<file path="config.mk">
export PLATFORM = sky130hd
export DESIGN_NAME = halfrate_capture
export DESIGN_NICKNAME = d
export VERILOG_FILES = /design/src/rtl/hrc_pkg.sv /design/src/rtl/hrc_rst_sync.sv /design/src/rtl/hrc_divider.sv /design/src/rtl/hrc_capture.sv /design/src/rtl/halfrate_capture.sv
export SDC_FILE = /design/constraint.sdc
export NUM_CORES = 1
export LEC_CHECK = 0
export ABC_AREA = 1
export BUFFER_PORTS_ARGS = -buffer_cell sky130_fd_sc_hd__buf_4
export CAP_MARGIN = 20
export CORE_UTILIZATION = 50
export CTS_CLUSTER_DIAMETER = 50
export DETAILED_ROUTE_END_ITERATION = 10
export GPL_TIMING_DRIVEN = 0
export PLACE_DENSITY = 0.75
export SLEW_MARGIN = 5
export SYNTH_ARGS = -nofsm -noshare
export SYNTH_HDL_FRONTEND = slang
export SYNTH_SLANG_ARGS = --single-unit
export TNS_END_PERCENT = 50
</file>
<file path="constraint.sdc">
create_clock -name clk_fast -period 1.09 [get_ports clk_fast]
set_input_delay 0.218 -clock clk_fast [delete_from_list [all_inputs] [get_ports clk_fast]]
set_output_delay 0.218 -clock clk_fast [all_outputs]
set_load 0.02 [all_outputs]
</file>
<file path="src/rtl/hrc_pkg.sv">
`timescale 1ns/1ps
package hrc_pkg;
  // width of the phase counter that covers both divide ratios
  localparam int CNT_W = 2;

  // next counter state: a two-state loop for half rate, four states for quarter rate
  function automatic logic [CNT_W-1:0] next_count(input logic [CNT_W-1:0] c,
                                                  input logic quarter);
    if (quarter) return c + 2'd1;
    else         return {1'b0, ~c[0]};
  endfunction

  // strobe level for a counter state; state 0 is the parked-high reset state
  function automatic logic phase_of(input logic [CNT_W-1:0] c,
                                    input logic quarter);
    if (quarter) return ~(c[1] ^ c[0]);
    else         return ~c[0];
  endfunction
endpackage

</file>
<file path="src/rtl/hrc_rst_sync.sv">
`timescale 1ns/1ps
module hrc_rst_sync #(
  parameter int STAGES = 2
) (
  input  logic clk,
  input  logic rst_in,
  output logic rst_out
);
  logic [STAGES-1:0] chain_q;

  generate
    if (STAGES == 1) begin : g_single
      always_ff @(posedge clk or posedge rst_in) begin
        if (rst_in) chain_q <= 1'b1;
        else        chain_q <= 1'b0;
      end
    end else begin : g_multi
      always_ff @(posedge clk or posedge rst_in) begin
        if (rst_in) chain_q <= '1;
        else        chain_q <= {chain_q[STAGES-2:0], 1'b0};
      end
    end
  endgenerate

  assign rst_out = chain_q[STAGES-1];
endmodule

</file>
<file path="src/rtl/hrc_divider.sv">
`timescale 1ns/1ps
module hrc_divider
  import hrc_pkg::*;
(
  input  logic clk,
  input  logic rst,
  input  logic quarter,
  output logic phase,
  output logic cap_fire,
  output logic cap_pulse
);
  logic [CNT_W-1:0] cnt_q;
  logic [CNT_W-1:0] cnt_d;
  logic             phase_q;
  logic             phase_d;
  logic             cap_q;

  always_comb begin
    cnt_d    = next_count(cnt_q, quarter);
    phase_d  = phase_of(cnt_d, quarter);
    // rising strobe edge on this clock edge
    cap_fire = phase_d & ~phase_q & ~rst;
  end

  always_ff @(posedge clk or posedge rst) begin
    if (rst) begin
      cnt_q   <= '0;
      phase_q <= 1'b1;
      cap_q   <= 1'b0;
    end else begin
      cnt_q   <= cnt_d;
      phase_q <= phase_d;
      cap_q   <= cap_fire;
    end
  end

  assign phase     = phase_q;
  assign cap_pulse = cap_q;
endmodule

</file>
<file path="src/rtl/hrc_capture.sv">
`timescale 1ns/1ps
module hrc_capture #(
  parameter int DATA_W = 12
) (
  input  logic              clk,
  input  logic              rst,
  input  logic              load,
  input  logic [DATA_W-1:0] word_in,
  output logic [DATA_W-1:0] held_word,
  output logic [DATA_W-1:0] word_out
);
  logic [DATA_W-1:0] in_q;
  logic [DATA_W-1:0] out_q;

  // both stages advance on the same capture edge
  always_ff @(posedge clk or posedge rst) begin
    if (rst) begin
      in_q  <= '0;
      out_q <= '0;
    end else if (load) begin
      in_q  <= word_in;
      out_q <= in_q;
    end
  end

  assign held_word = in_q;
  assign word_out  = out_q;
endmodule

</file>
<file path="src/rtl/halfrate_capture.sv">
`timescale 1ns/1ps
module halfrate_capture #(
  parameter int DATA_W      = 12,
  parameter int SYNC_STAGES = 2
) (
  input  logic              clk_fast,
  input  logic              rst_async,
  input  logic              mode_quarter,
  input  logic [DATA_W-1:0] din,
  output logic [DATA_W-1:0] dout,
  output logic              phase_clk,
  output logic              cap_pulse
);
  // named internal events for the checker
  logic              rst_sync;
  logic              cap_fire;
  logic [DATA_W-1:0] held_word;

  hrc_rst_sync #(.STAGES(SYNC_STAGES)) u_sync (
    .clk     (clk_fast),
    .rst_in  (rst_async),
    .rst_out (rst_sync)
  );

  hrc_divider u_div (
    .clk       (clk_fast),
    .rst       (rst_sync),
    .quarter   (mode_quarter),
    .phase     (phase_clk),
    .cap_fire  (cap_fire),
    .cap_pulse (cap_pulse)
  );

  hrc_capture #(.DATA_W(DATA_W)) u_cap (
    .clk       (clk_fast),
    .rst       (rst_sync),
    .load      (cap_fire),
    .word_in   (din),
    .held_word (held_word),
    .word_out  (dout)
  );
endmodule

</file>
After elaboration in Yosys (flattened, before gate mapping)
Cells that the tools add are included.

storage, ports and cells
  register bits = 30
  input bits = 15

cells by class
  $add $sub $neg = 1
  bitwise logic cells = 8
  multiplexer cells = 2

operators with widths
  cell                   number
  $not A1 Y1             5
  $add A2 B1 Y2 const B  1
  $and A1 B1 Y1          2
  $mux W2                1
  $mux W1                1
  $xor A1 B1 Y1          1

Longest topological paths before layout
Gate-level depths: netlist of the first run.

  word-level depth = 7
  depth in mapped cells = 6
  mapped depth without buffers = 5

Hierarchy
Synthesis of the first run repeated with hierarchy kept, for this count alone.

second synthesis, totals
  cell total of the unflattened synthesis = 125
  area, all modules = 1204.9 um^2

modules (own cells, without submodules)
  module        cells an instance  area each (um^2)  seq. area each (um^2)  times used
  hrc_capture   103                983.4             600.6                  1
  hrc_divider   18                 161.4             101.3                  1
  hrc_rst_sync  4                  60.1              52.6                   1

Worst setup path before layout of the first run
No wires, ideal clock.

  kind = reg-to-reg
  start point = reg u_div.phase_q, in the netlist u_div.phase
  end point = reg u_cap.out_q[5], in the netlist u_cap.word_out[5]
  period minus slack after synthesis = 1073 ps
  path slack = 17 ps
  buffers on the path = 1
  data arrival time = 956 ps
  cell stages (with the launch flop) = 5
  path through = dfstp_2 > nor2_4 > buf_2 > nand3_1 > nand2_1

on the way
  word-level cells in the longest chain between the ends = 3

ends and longest elaborated chain
  element                      RTL line           text
  start: declaration           hrc_divider.sv:14  logic phase_q;
  start signal: assignment     hrc_divider.sv:32  phase_q <= phase_d;
  $not A1 Y1                   hrc_divider.sv:22  cap_fire = phase_d & ~phase_q & ~rst;
  $and A1 B1 Y1 (2 in series)  hrc_divider.sv:22
  end signal: assignment       hrc_capture.sv:22  out_q <= in_q;
  end: declaration             hrc_capture.sv:13  logic [DATA_W-1:0] out_q;

No other way between the ends.
A chain may end at the register's enable or synchronous reset.

Worst setup path after layout of the first run
  start point = reg u_div.phase_q, in the netlist u_div.phase
  end point = out phase_clk

RTL lines
  element           RTL line                text
  end: declaration  halfrate_capture.sv:11  output logic phase_clk,

No word-level cell between the ends.

==> results of run 1 <==
-- state kept, by name (all words and copies together), names as in the netlist --
name and flops:
u_cap.held_word 12, u_div.cap_pulse 1, u_div.phase 1, u_div.cnt_q 2, u_sync.chain_q 2, u_cap.word_out 12
-- power groups by stage --
| stage | clock [mW] | sequential (mW) | combinational [mW] |
|---|---|---|---|
| floorplan | 0 | 1.53 | 0.201 |
| global placement | 0 | 1.41 | 0.560 |
| detailed placement | 0 | 1.42 | 0.573 |
| CTS | 0.720 | 1.42 | 0.650 |
| global route | 0.760 | 1.47 | 0.823 |
| finish | 0.708 | 1.45 | 0.756 |
-- cell type report --
type / count / area, um2
repair buffers: 37 / 366.6
clock buffers: 6 / 51.30
well taps: 28 / 35.03
inverters: 6 / 26.28
flip-flops and latches: 30 / 754.5
multi-input cells: 82 / 434.2
plain buffers: 6 / 53.80
fillers: 155 / 499.2
clock inverters: 2 / 12.51
-- cells in the final DEF, fill, tap and decap left out --
cell type	instances
nand2_1	28
dfrtp_1	27
nand3_1	24
nand2_2	23
buf_4	22
buf_6	16
clkbuf_4	5
inv_1	3
dfstp_2	3
inv_2	2
nand2_4	2
clkinvlp_4	2
nor2_4	1
nand3_4	1
buf_8	1
buf_2	1
o21ai_0	1
a21oi_1	1
clkinv_2	1
clkbuf_8	1
clkbuf_16	1
dlygate4sd3_1	1
buf_12	1
conb_1	1
-- repair_timing --
action | 4_1_cts | 5_1_grt
pin swaps | 2 | 2
hold buffers | 1 | 0
gates resized for setup | 15 | 30
hold endpoints to repair | 2 | 0
cloned | 0 | 2
buffers inserted | 3 | 3
endpoints found under the setup margin | 61 | 37
-- final timing paths --
path | slack [ns] | from | depth (start not counted) | endpoint
worst max-delay path | -0.15 | u_div.phase$_DFF_PP1_ | 1 | phase_clk
worst min-delay path | 0.10 | din[6] | 3 | u_cap.held_word[6]$_DFFE_PP0P_
worst max register to register | -0.07 | u_sync.chain_q[1]$_DFF_PP1_ | 5 | u_cap.held_word[1]$_DFFE_PP0P_
worst min register to register | 0.37 | u_sync.chain_q[0]$_DFF_PP1_ | 0 | u_sync.chain_q[1]$_DFF_PP1_
max in group asynchronous | 0.26 | u_sync.chain_q[1]$_DFF_PP1_ | 2 | u_div.phase$_DFF_PP1_
min in group asynchronous | 0.47 | u_sync.chain_q[1]$_DFF_PP1_ | 2 | u_cap.held_word[0]$_DFFE_PP0P_
-- cells by family after synthesis --
group	Yosys count	synth area share (%)
AOI/OAI and AO/OA	2	0.8395
buffers and inverters	12	6.092
DFF	30	63.34
other	1	0.3148
and+or+nand+nor	79	29.41
-- per-stage QoR --
step	TNS (ns)	worst slack (ns)
3_5_place_dp	-4.772	-0.1657
2_1_floorplan	0	0.01650
3_3_place_gp	-3.508	-0.1281
4_1_cts	-0.2434	-0.1560
6_report	-1.194	-0.1472
5_1_grt	-3.053	-0.1721
-- worst register-to-register path: stages (launching register included) --
cell       delay, ns
dfstp_2         0.40
nor2_4          0.18
nand3_4         0.17
clkbuf_16       0.21
nand2_4         0.05
nand2_2         0.05
-- per-layer routing --
| layer | GRT usage [%] | vias to the layer above |
|---|---|---|
| met4 | 8.333 | 0 |
| met3 | 9.524 | 6 |
| met5 | 0 | - |
| met1 | 28.86 | 502 |
| li1 | - | 481 |
| met2 | 37.78 | 37 |
==> results.toml, run 1 <==
[timing]
slew-limit-headroom_pct = 60.17
finalCritPeriodShare_pct = 113.5
worst_pin_slew_ns = 0.5962
setup_viol = 35
rsz0062_at_grt = "yes"
fin_skew_ns = 0.01479
whs_ns = 0.1045
fin_ws_ns = -0.1472
fin_crit_ns = 1.237
timing.fmax_mhz = 808.3
slew_violations = 0
finalHoldViolations = 0

[finish]
nets = 183
postLayoutCellArea_mm2 = 0.001734
drive_above_1_share_pct = 49.11
n_antenna_cell = 0
final_core_util_pct = 77.65
layout.cells.non_filler = 197
area_growth_syn_to_layout_pct = 45.59

[die]
start_util_pct = 53.33
die_height_um = 50.81
io_pins = 29
dieArea_mm2 = 0.002582
die_w_um = 50.81
fp.coreArea_mm2 = 0.002233
rows = 17

[worst_setup_path]
criticalPathCategory = "register to output pin"
critPathCaptureType = "output pin"
cp_slowest_cell = "dfstp_2"
critPathBufInv = 1
crit_path_max_incr_delay_ns = 0.57
crit_arrival_ns = 1.02
startpoint_type = "register"
required_ns = 0.87
crit_chain = "buf_6"
crit_fanout = 2
cp_top_family = "flip-flops"

[synthesis]
synthDistinctLibCells = 15
synth_ff_type = "dfrtp_1"
synth_top_area_cell = "dfrtp_1"
synth_nets = 139
synth_top_area_share_pct = 56.72
synth_most_common_cell = "nand2_1"
synth_area_mm2 = 0.001191
ys_warn_count = 0
synth_cells = 124
synthArstFlopShare_pct = 100.0
syn_avg_cell_area_um2 = 9.606
synthTopCellsByCount = "52 x nand2_1, 27 x dfrtp_1, 24 x nand3_1"
synth_area_leaders = "dfrtp_1 57%, nand2_1 16%, nand3_1 10%, dfstp_2 6.6%, buf_4 1.9%"
synth_edf_count = 0
yosysSeqAreaShare_pct = 63.34
ys_ff_latch = 30

[global_routing]
grt_pass1_vias = 952
grt_usage_pct = 23.59
grt_pass1_wl_mm = 4.222
grt-ovfl-total = 0
antenna_found_initial = 0
grt_start_max_net_pins = 29

[outcome]
violations = "setup timing"
status = "complete, but fails checks"

[detailed_routing]
detail-route-antenna-nets = 0
wl_met1_mm = 1.108
wl_per_cell_um = 13.95
highest_layer = "met4"
vias = 1026
routed_via_density = 5.208
wirelength_mm = 2.748
met3_length_um = 160
wl_met2_mm = 1.430
drc = 0
first_pass_iters = 4
first_iter_violations = 20

[power_and_ir_drop]
p_leak_nw = 0.9125
clkPwrFrac_pct = 24.3
ir_drop_v = 0.001586
share_seq_of_total_power_pct = 49.7
netSwitchingPower_mw = 0.9121
power_mw = 2.911
intPower_mw = 1.999
power_frac_comb_pct = 26.0
powerDensity_mw_per_mm2 = 1678
p_sw_share_pct = 31.34

[clock_network]
cts_tree = "yes"
ctsHtreeMaxLevel = 2
insertion_delay_ns = 0.34
numCtsBuffers = 5
clock_sinks = 30
cts_root_buffer = "clkbuf_4"
path_clk_slew_ns = 0.11
clock_path_buffers = 2

[placed_design]
dpl-instance-area_mm2 = 0.001436
portBuffers = 28
dp.cells = 180
gp_congestion = 0.7272
dp_hpwl_mm = 1.610

[min_path]
hold_class = "primary input to register"

[flow_run]
cap_violations = 0
(Power assumes the default switching activity.)
==> run 2: changes to the inputs <==
--- a/config.mk
+++ b/config.mk
@@ -5,8 +5,7 @@
 export SDC_FILE = /design/constraint.sdc
 export NUM_CORES = 1
 export LEC_CHECK = 0
-export ABC_AREA = 1
-export BUFFER_PORTS_ARGS = -buffer_cell sky130_fd_sc_hd__buf_4
+export BUFFER_PORTS_ARGS = -buffer_cell sky130_fd_sc_hd__clkbuf_2
 export CAP_MARGIN = 20
 export CORE_UTILIZATION = 50
 export CTS_CLUSTER_DIAMETER = 50
==> run 2 against run 1 <==
Net effect:
- the flow still finishes with violations (setup timing)
- non-clock buffer count shrank 6
- first-iteration DRC count shrank 65%
- sequential cell count is the same
- clock skew shrank 0.0027 ns
- cell area shrank 13%
- register-to-register slack lost 0.29 ns
- setup slack lost 0.22 ns
- combinational power grew 13%
- sequential share of layout area grew 6.5 points
- fmax shrank 15%
- critical path type is now register to register
- critical endpoint is now u_cap.word_out[7]$_DFFE_PP0P_
- largest cell class unchanged
==> results.toml, run 2 <==
[outcome]
status = "complete, but fails checks"
violations = "setup timing"

[detailed_routing]
wirelength_mm = 1.912
vias = 650
first_iter_violations = 7
first_pass_iters = 2
routed_via_density = 4.745
drc = 0
detail-route-antenna-nets = 0
wl_per_cell_um = 13.96

[finish]
n_antenna_cell = 0
mostFrequentLayoutCells = "27 x dfrtp_1, 20 x mux2_4, 18 x clkbuf_2, 9 x buf_2, 6 x buf_4"
nFillCells = 174
ff_latch_area_um2 = 754.5
final_common_cell = "dfrtp_1"
drive_above_1_share_pct = 67.89
layout.cells.non_filler = 137
final_core_util_pct = 67.51
postLayoutCellArea_mm2 = 0.001508
nets = 123
area_growth_syn_to_layout_pct = 25.39
multiInputGateArea_um2 = 391.6

[die]
dieArea_mm2 = 0.002605
io_pins = 29
start_util_pct = 53.84
rows = 17
die_w_um = 51.04
fp.coreArea_mm2 = 0.002233
die_height_um = 51.04

[power_and_ir_drop]
p_leak_nw = 0.8051
ir_drop_v = 0.001328
powerDensity_mw_per_mm2 = 2026

[clock_network]
cts_root_buffer = "clkbuf_4"
clock_path_buffers = 2
path_clk_slew_ns = 0.09
numCtsBuffers = 5
clock_sinks = 30
insertion_delay_ns = 0.32
cts_tree = "yes"
ctsHtreeMaxLevel = 2

[worst_setup_path]
cp_top_family = "simple AND/OR/NAND/NOR gates"
cp_slowest_cell = "or3_4"
critPathBufInv = 1
startpoint_type = "register"
crit_chain = "mux2i_2 -> or3_4 -> buf_12 -> mux2_4"
crit_fanout = 10
crit_arrival_ns = 1.66
crit_path_max_incr_delay_ns = 0.42
required_ns = 1.29
reg2reg_slack_ns = -0.36
critPathCaptureType = "register"
cp-startpoint = "u_div.cnt_q[0]$_DFF_PP0_"
cp.depth = 4
regToRegEndpoint = "u_cap.word_out[7]$_DFFE_PP0P_"
criticalPathCategory = "register to register"
critPathCapture = "u_cap.word_out[7]$_DFFE_PP0P_"
timing.rr.start = "u_div.cnt_q[0]$_DFF_PP0_"
reg2regPathDepth = 4

[synthesis]
synth_nets = 82
synth_area_leaders = "dfrtp_1 56%, mux2_4 24%, dfstp_2 6.6%, mux2_2 4.7%, buf_12 3.3%"
synth_cells = 67
synth_edf_count = 0
yosysSeqAreaShare_pct = 62.75
synth_top_area_share_pct = 56.19
ys_ff_latch = 30
syn_avg_cell_area_um2 = 17.95
synthArstFlopShare_pct = 100.0
synth_top_area_cell = "dfrtp_1"
synth_most_common_cell = "dfrtp_1"
synth_ff_type = "dfrtp_1"
ys_warn_count = 0
synth_area_mm2 = 0.001202
synthDistinctLibCells = 12
synthTopCellsByCount = "27 x dfrtp_1, 19 x mux2_4, 5 x inv_1, 5 x mux2_2, 3 x dfstp_2"

[timing]
timing.fmax_mhz = 687.6
slew_violations = 0
worst_pin_slew_ns = 0.5688
finalCritPeriodShare_pct = 133.4
fin_crit_ns = 1.454
rsz0062_at_grt = "yes"
fin_ws_ns = -0.3644
setup_viol = 31
finalHoldViolations = 0
fin_skew_ns = 0.01206
slew-limit-headroom_pct = 62.00

[global_routing]
grt_usage_pct = 19.65
grt_start_max_net_pins = 29
grt_pass1_wl_mm = 3.456
grt_pass1_vias = 744
grt-ovfl-total = 0
antenna_found_initial = 0

[placed_design]
portBuffers = 28
dp_hpwl_mm = 1.278
gp_congestion = 0.6868
dpl-instance-area_mm2 = 0.001378
dp.cells = 123

[flow_run]
cap_violations = 0

[min_path]
hold_class = "primary input to register"
[run 2: cell type report]
type                            instances  share of cell area (%)
Multi-Input combinational cell         29                   25.98
Sequential cell                        30                   50.04
Timing Repair Buffer                   35                   13.61
Inverter                                5                   1.494
Tap cell                               28                   2.324
Clock buffer                            8                   3.900
Buffer                                  2                   2.656
[run 2: worst register-to-register path, stage by stage, from the launching register on]
cell and delay, ns:
dfrtp_1 0.37, mux2i_2 0.09, or3_4 0.42, buf_12 0.17, mux2_4 0.29
[run 2: through the flow]
stage / hold slack, ns / worst slack, ns / power [mW] / setup TNS, ns
3_5_place_dp: 0.2296 / -0.4314 / 2.387 / -12.38
5_1_grt: 0.08544 / -0.4051 / 3.228 / -10.12
3_3_place_gp: 0.2201 / -0.3933 / 2.344 / -10.35
4_1_cts: 0.1076 / -0.3702 / 3.092 / -8.815
6_report: 0.1190 / -0.3644 / 3.055 / -8.537
2_1_floorplan: 0.1295 / -0.3506 / 2.113 / -7.611
[run 2: cell families (layout without fill, tap and decap cells)]
| logic type | after synthesis | after routing | synth area share, % |
|---|---|---|---|
| xor+xnor | 1 | 1 | 0.7285 |
| simple gates | 2 | 2 | 1.145 |
| buf+inv | 8 | 50 | 5.827 |
| flops | 30 | 30 | 62.75 |
| other cells | 1 | 1 | 0.3119 |
| mux | 25 | 25 | 29.24 |
[run 2: what timing repair did]
| action | CTS | global route |
|---|---|---|
| endpoints found under the setup margin | 60 | 39 |
| endpoints found under the hold margin | 2 | 0 |
| buffers inserted | 5 | 1 |
| pin swaps | 0 | 1 |
| hold buffers | 1 | 0 |
| resized for setup | 5 | 13 |
[run 2: routing by layer]
| layer | global-route usage [%] | vias up | share of wire [%] |
|---|---|---|---|
| met4 | 8.333 | 0 | 1.2 |
| met3 | 9.821 | 3 | 6.0 |
| li1 | - | 303 | - |
| met1 | 22.54 | 326 | 43 |
| met2 | 30.92 | 18 | 50 |
| met5 | 0 | - | 0 |
[run 2: how the worst min path moves through the flow]
stage / startpoint / to / cells past startpoint
after floorplan: rst_async / u_sync.chain_q[0]$_DFF_PP1_ / 1
final: din[4] / u_cap.held_word[4]$_DFFE_PP0P_ / 2
after detailed placement: rst_async / u_sync.chain_q[1]$_DFF_PP1_ / 2
after global placement: rst_async / u_sync.chain_q[0]$_DFF_PP1_ / 2
after global routing: din[9] / u_cap.held_word[9]$_DFFE_PP0P_ / 2
after CTS: din[4] / u_cap.held_word[4]$_DFFE_PP0P_ / 2
[run 2: where the power goes]
| group | switching (mW) | internal [mW] | total [mW] |
|---|---|---|---|
| sequential | 0.145 | 1.38 | 1.53 |
| clock | 0.350 | 0.318 | 0.668 |
| combinational | 0.393 | 0.465 | 0.857 |
| total | 0.888 | 2.17 | 3.05 |
==> run 3: changes to the inputs <==
--- a/config.mk
+++ b/config.mk
@@ -11,7 +11,7 @@
 export CTS_CLUSTER_DIAMETER = 50
 export DETAILED_ROUTE_END_ITERATION = 10
 export GPL_TIMING_DRIVEN = 0
-export PLACE_DENSITY = 0.75
+export PLACE_DENSITY = 0.76
 export SLEW_MARGIN = 5
 export SYNTH_ARGS = -nofsm -noshare
 export SYNTH_HDL_FRONTEND = slang
==> run 3 against run 2 <==
Net effect:
- the run still ends with setup timing left
- first-iteration DRC count shrank 71%
- fmax fell by 1.9%
- core utilization fell by 0.34 points
- sequential cell count unchanged
- largest power group unchanged
==> results.toml, run 3 (synthesis gave the netlist of run 2 again) <==
[timing]
fin_ws_ns = -0.3920
setup_viol = 26
fin_skew_ns = 0.005652
worst_pin_slew_ns = 0.5714
fin_crit_ns = 1.482
timing.fmax_mhz = 674.8
slew-limit-headroom_pct = 61.83
finalHoldViolations = 0
rsz0062_at_grt = "yes"
finalCritPeriodShare_pct = 136.0
slew_violations = 0
whs_ns = 0.1240

[power_and_ir_drop]
share_seq_of_total_power_pct = 48.5
p_leak_nw = 0.8068
intPower_mw = 2.280
ir_drop_v = 0.001208
power_frac_comb_pct = 26.5
power_mw = 3.153
powerDensity_mw_per_mm2 = 2102
netSwitchingPower_mw = 0.8729
clkPwrFrac_pct = 25.0
p_sw_share_pct = 27.69

[finish]
nets = 120
nFillCells = 176
layout.cells.non_filler = 134
drive_above_1_share_pct = 66.98
final_common_cell = "dfrtp_1"
mostFrequentLayoutCells = "27 x dfrtp_1, 21 x clkbuf_2, 20 x mux2_4, 6 x buf_2, 5 x clkbuf_4"
final_core_util_pct = 67.17
area_growth_syn_to_layout_pct = 24.77
n_antenna_cell = 0

[worst_setup_path]
required_ns = 1.29
startpoint_type = "register"
crit_fanout = 10
timing.rr.start = "u_div.cnt_q[1]$_DFF_PP0_"
crit_arrival_ns = 1.69
reg2regPathDepth = 4
criticalPathCategory = "register to register"
critPathCaptureType = "register"
cp-startpoint = "u_div.cnt_q[1]$_DFF_PP0_"
reg2reg_slack_ns = -0.39
regToRegEndpoint = "u_cap.held_word[4]$_DFFE_PP0P_"

[clock_network]
clock_path_buffers = 2
cts_tree = "yes"
ctsHtreeMaxLevel = 2
numCtsBuffers = 5
path_clk_slew_ns = 0.09
insertion_delay_ns = 0.32
cts_root_buffer = "clkbuf_4"
clock_sinks = 30

[die]
start_util_pct = 53.84
die_height_um = 51.04
fp.coreArea_mm2 = 0.002233
io_pins = 29
rows = 17
dieArea_mm2 = 0.002605
die_w_um = 51.04

[global_routing]
grt-ovfl-total = 0
grt_usage_pct = 17.35
grt_start_max_net_pins = 29
grt_pass1_wl_mm = 3.125
grt_pass1_vias = 676
antenna_found_initial = 0

[detailed_routing]
vias = 618
drc = 0
wirelength_mm = 1.785
detail-route-antenna-nets = 0
routed_via_density = 4.612
first_iter_violations = 2
wl_per_cell_um = 13.32
first_pass_iters = 3

[outcome]
status = "complete, but fails checks"
violations = "setup timing"

[placed_design]
gp_congestion = 0.5893
dp.cells = 123
portBuffers = 28
dp_hpwl_mm = 1.210

[min_path]
hold_path_end = "u_cap.held_word[5]$_DFFE_PP0P_"
hold_class = "primary input to register"
worstHoldStart = "din[5]"
whs_path_depth = 2

[flow_run]
cap_violations = 0
run 3: final cells by class:
class                           count  area [um2]  area share [%]
Tap cell                           28       35.03           2.335
Sequential cell                    30       754.5           50.29
Clock buffer                        8       78.83           5.254
Multi-Input combinational cell     29       386.6           25.77
Inverter                            5       22.52           1.501
Buffer                              2       40.04           2.669
Timing Repair Buffer               32       182.7           12.18
run 3: critical path, cell delays in order (launching register included):
cell and delay [ns]:
dfrtp_1 0.38, mux2i_1 0.10, or3_4 0.42, buf_12 0.17, mux2_4 0.29
run 3: metrics by stage:
stage / setup TNS, ns / instance area, um2 / worst slack, ns
after floorplan: -7.611 / 1202 / -0.3506
after global placement: -10.37 / 1378 / -0.3938
after detailed placement: -12.39 / 1378 / -0.4392
after CTS: -10.05 / 1505 / -0.4223
after global routing: -11.23 / 1500 / -0.4523
final: -9.239 / 1500 / -0.3920
run 3: power groups by stage:
stage / Sequential [mW] / Combinational [mW] / Clock, mW
floorplan: 1.74 / 0.377 / 0
global placement: 1.53 / 0.812 / 0
detailed placement: 1.55 / 0.828 / 0
CTS: 1.53 / 0.846 / 0.818
global route: 1.56 / 0.888 / 0.880
finish: 1.53 / 0.835 / 0.790
run 3: timing repair:
action / in CTS / in global routing
cloned: 0 / 0
setup buffers: 3 / 0
resized for setup: 4 / 8
endpoints found under the setup margin: 63 / 39
hold buffers: 1 / 0
hold endpoints to repair: 2 / 0
pin swaps: 0 / 1
run 3: how the worst max path moves through the flow:
stage / endpoint / slack (ns) / depth (start not counted)
2_1_floorplan: u_cap.held_word[10]$_DFFE_PP0P_ / -0.35 / 5
3_3_place_gp: u_cap.held_word[10]$_DFFE_PP0P_ / -0.39 / 5
3_5_place_dp: u_cap.held_word[2]$_DFFE_PP0P_ / -0.44 / 5
4_1_cts: u_cap.held_word[2]$_DFFE_PP0P_ / -0.42 / 5
5_1_grt: u_cap.held_word[2]$_DFFE_PP0P_ / -0.45 / 4
6_report: u_cap.held_word[4]$_DFFE_PP0P_ / -0.39 / 4
run 3: routing by layer:
layer / vias to the layer above / GRT usage (%) / share of wire (%) / wire (um)
met2: 18 / 26.75 / 50 / 901
li1: 295 / - / - / -
met5: - / 0 / 0 / 0
met3: 0 / 7.143 / 5.8 / 103
met1: 305 / 21.00 / 44 / 780
met4: 0 / 8.333 / 0 / 0
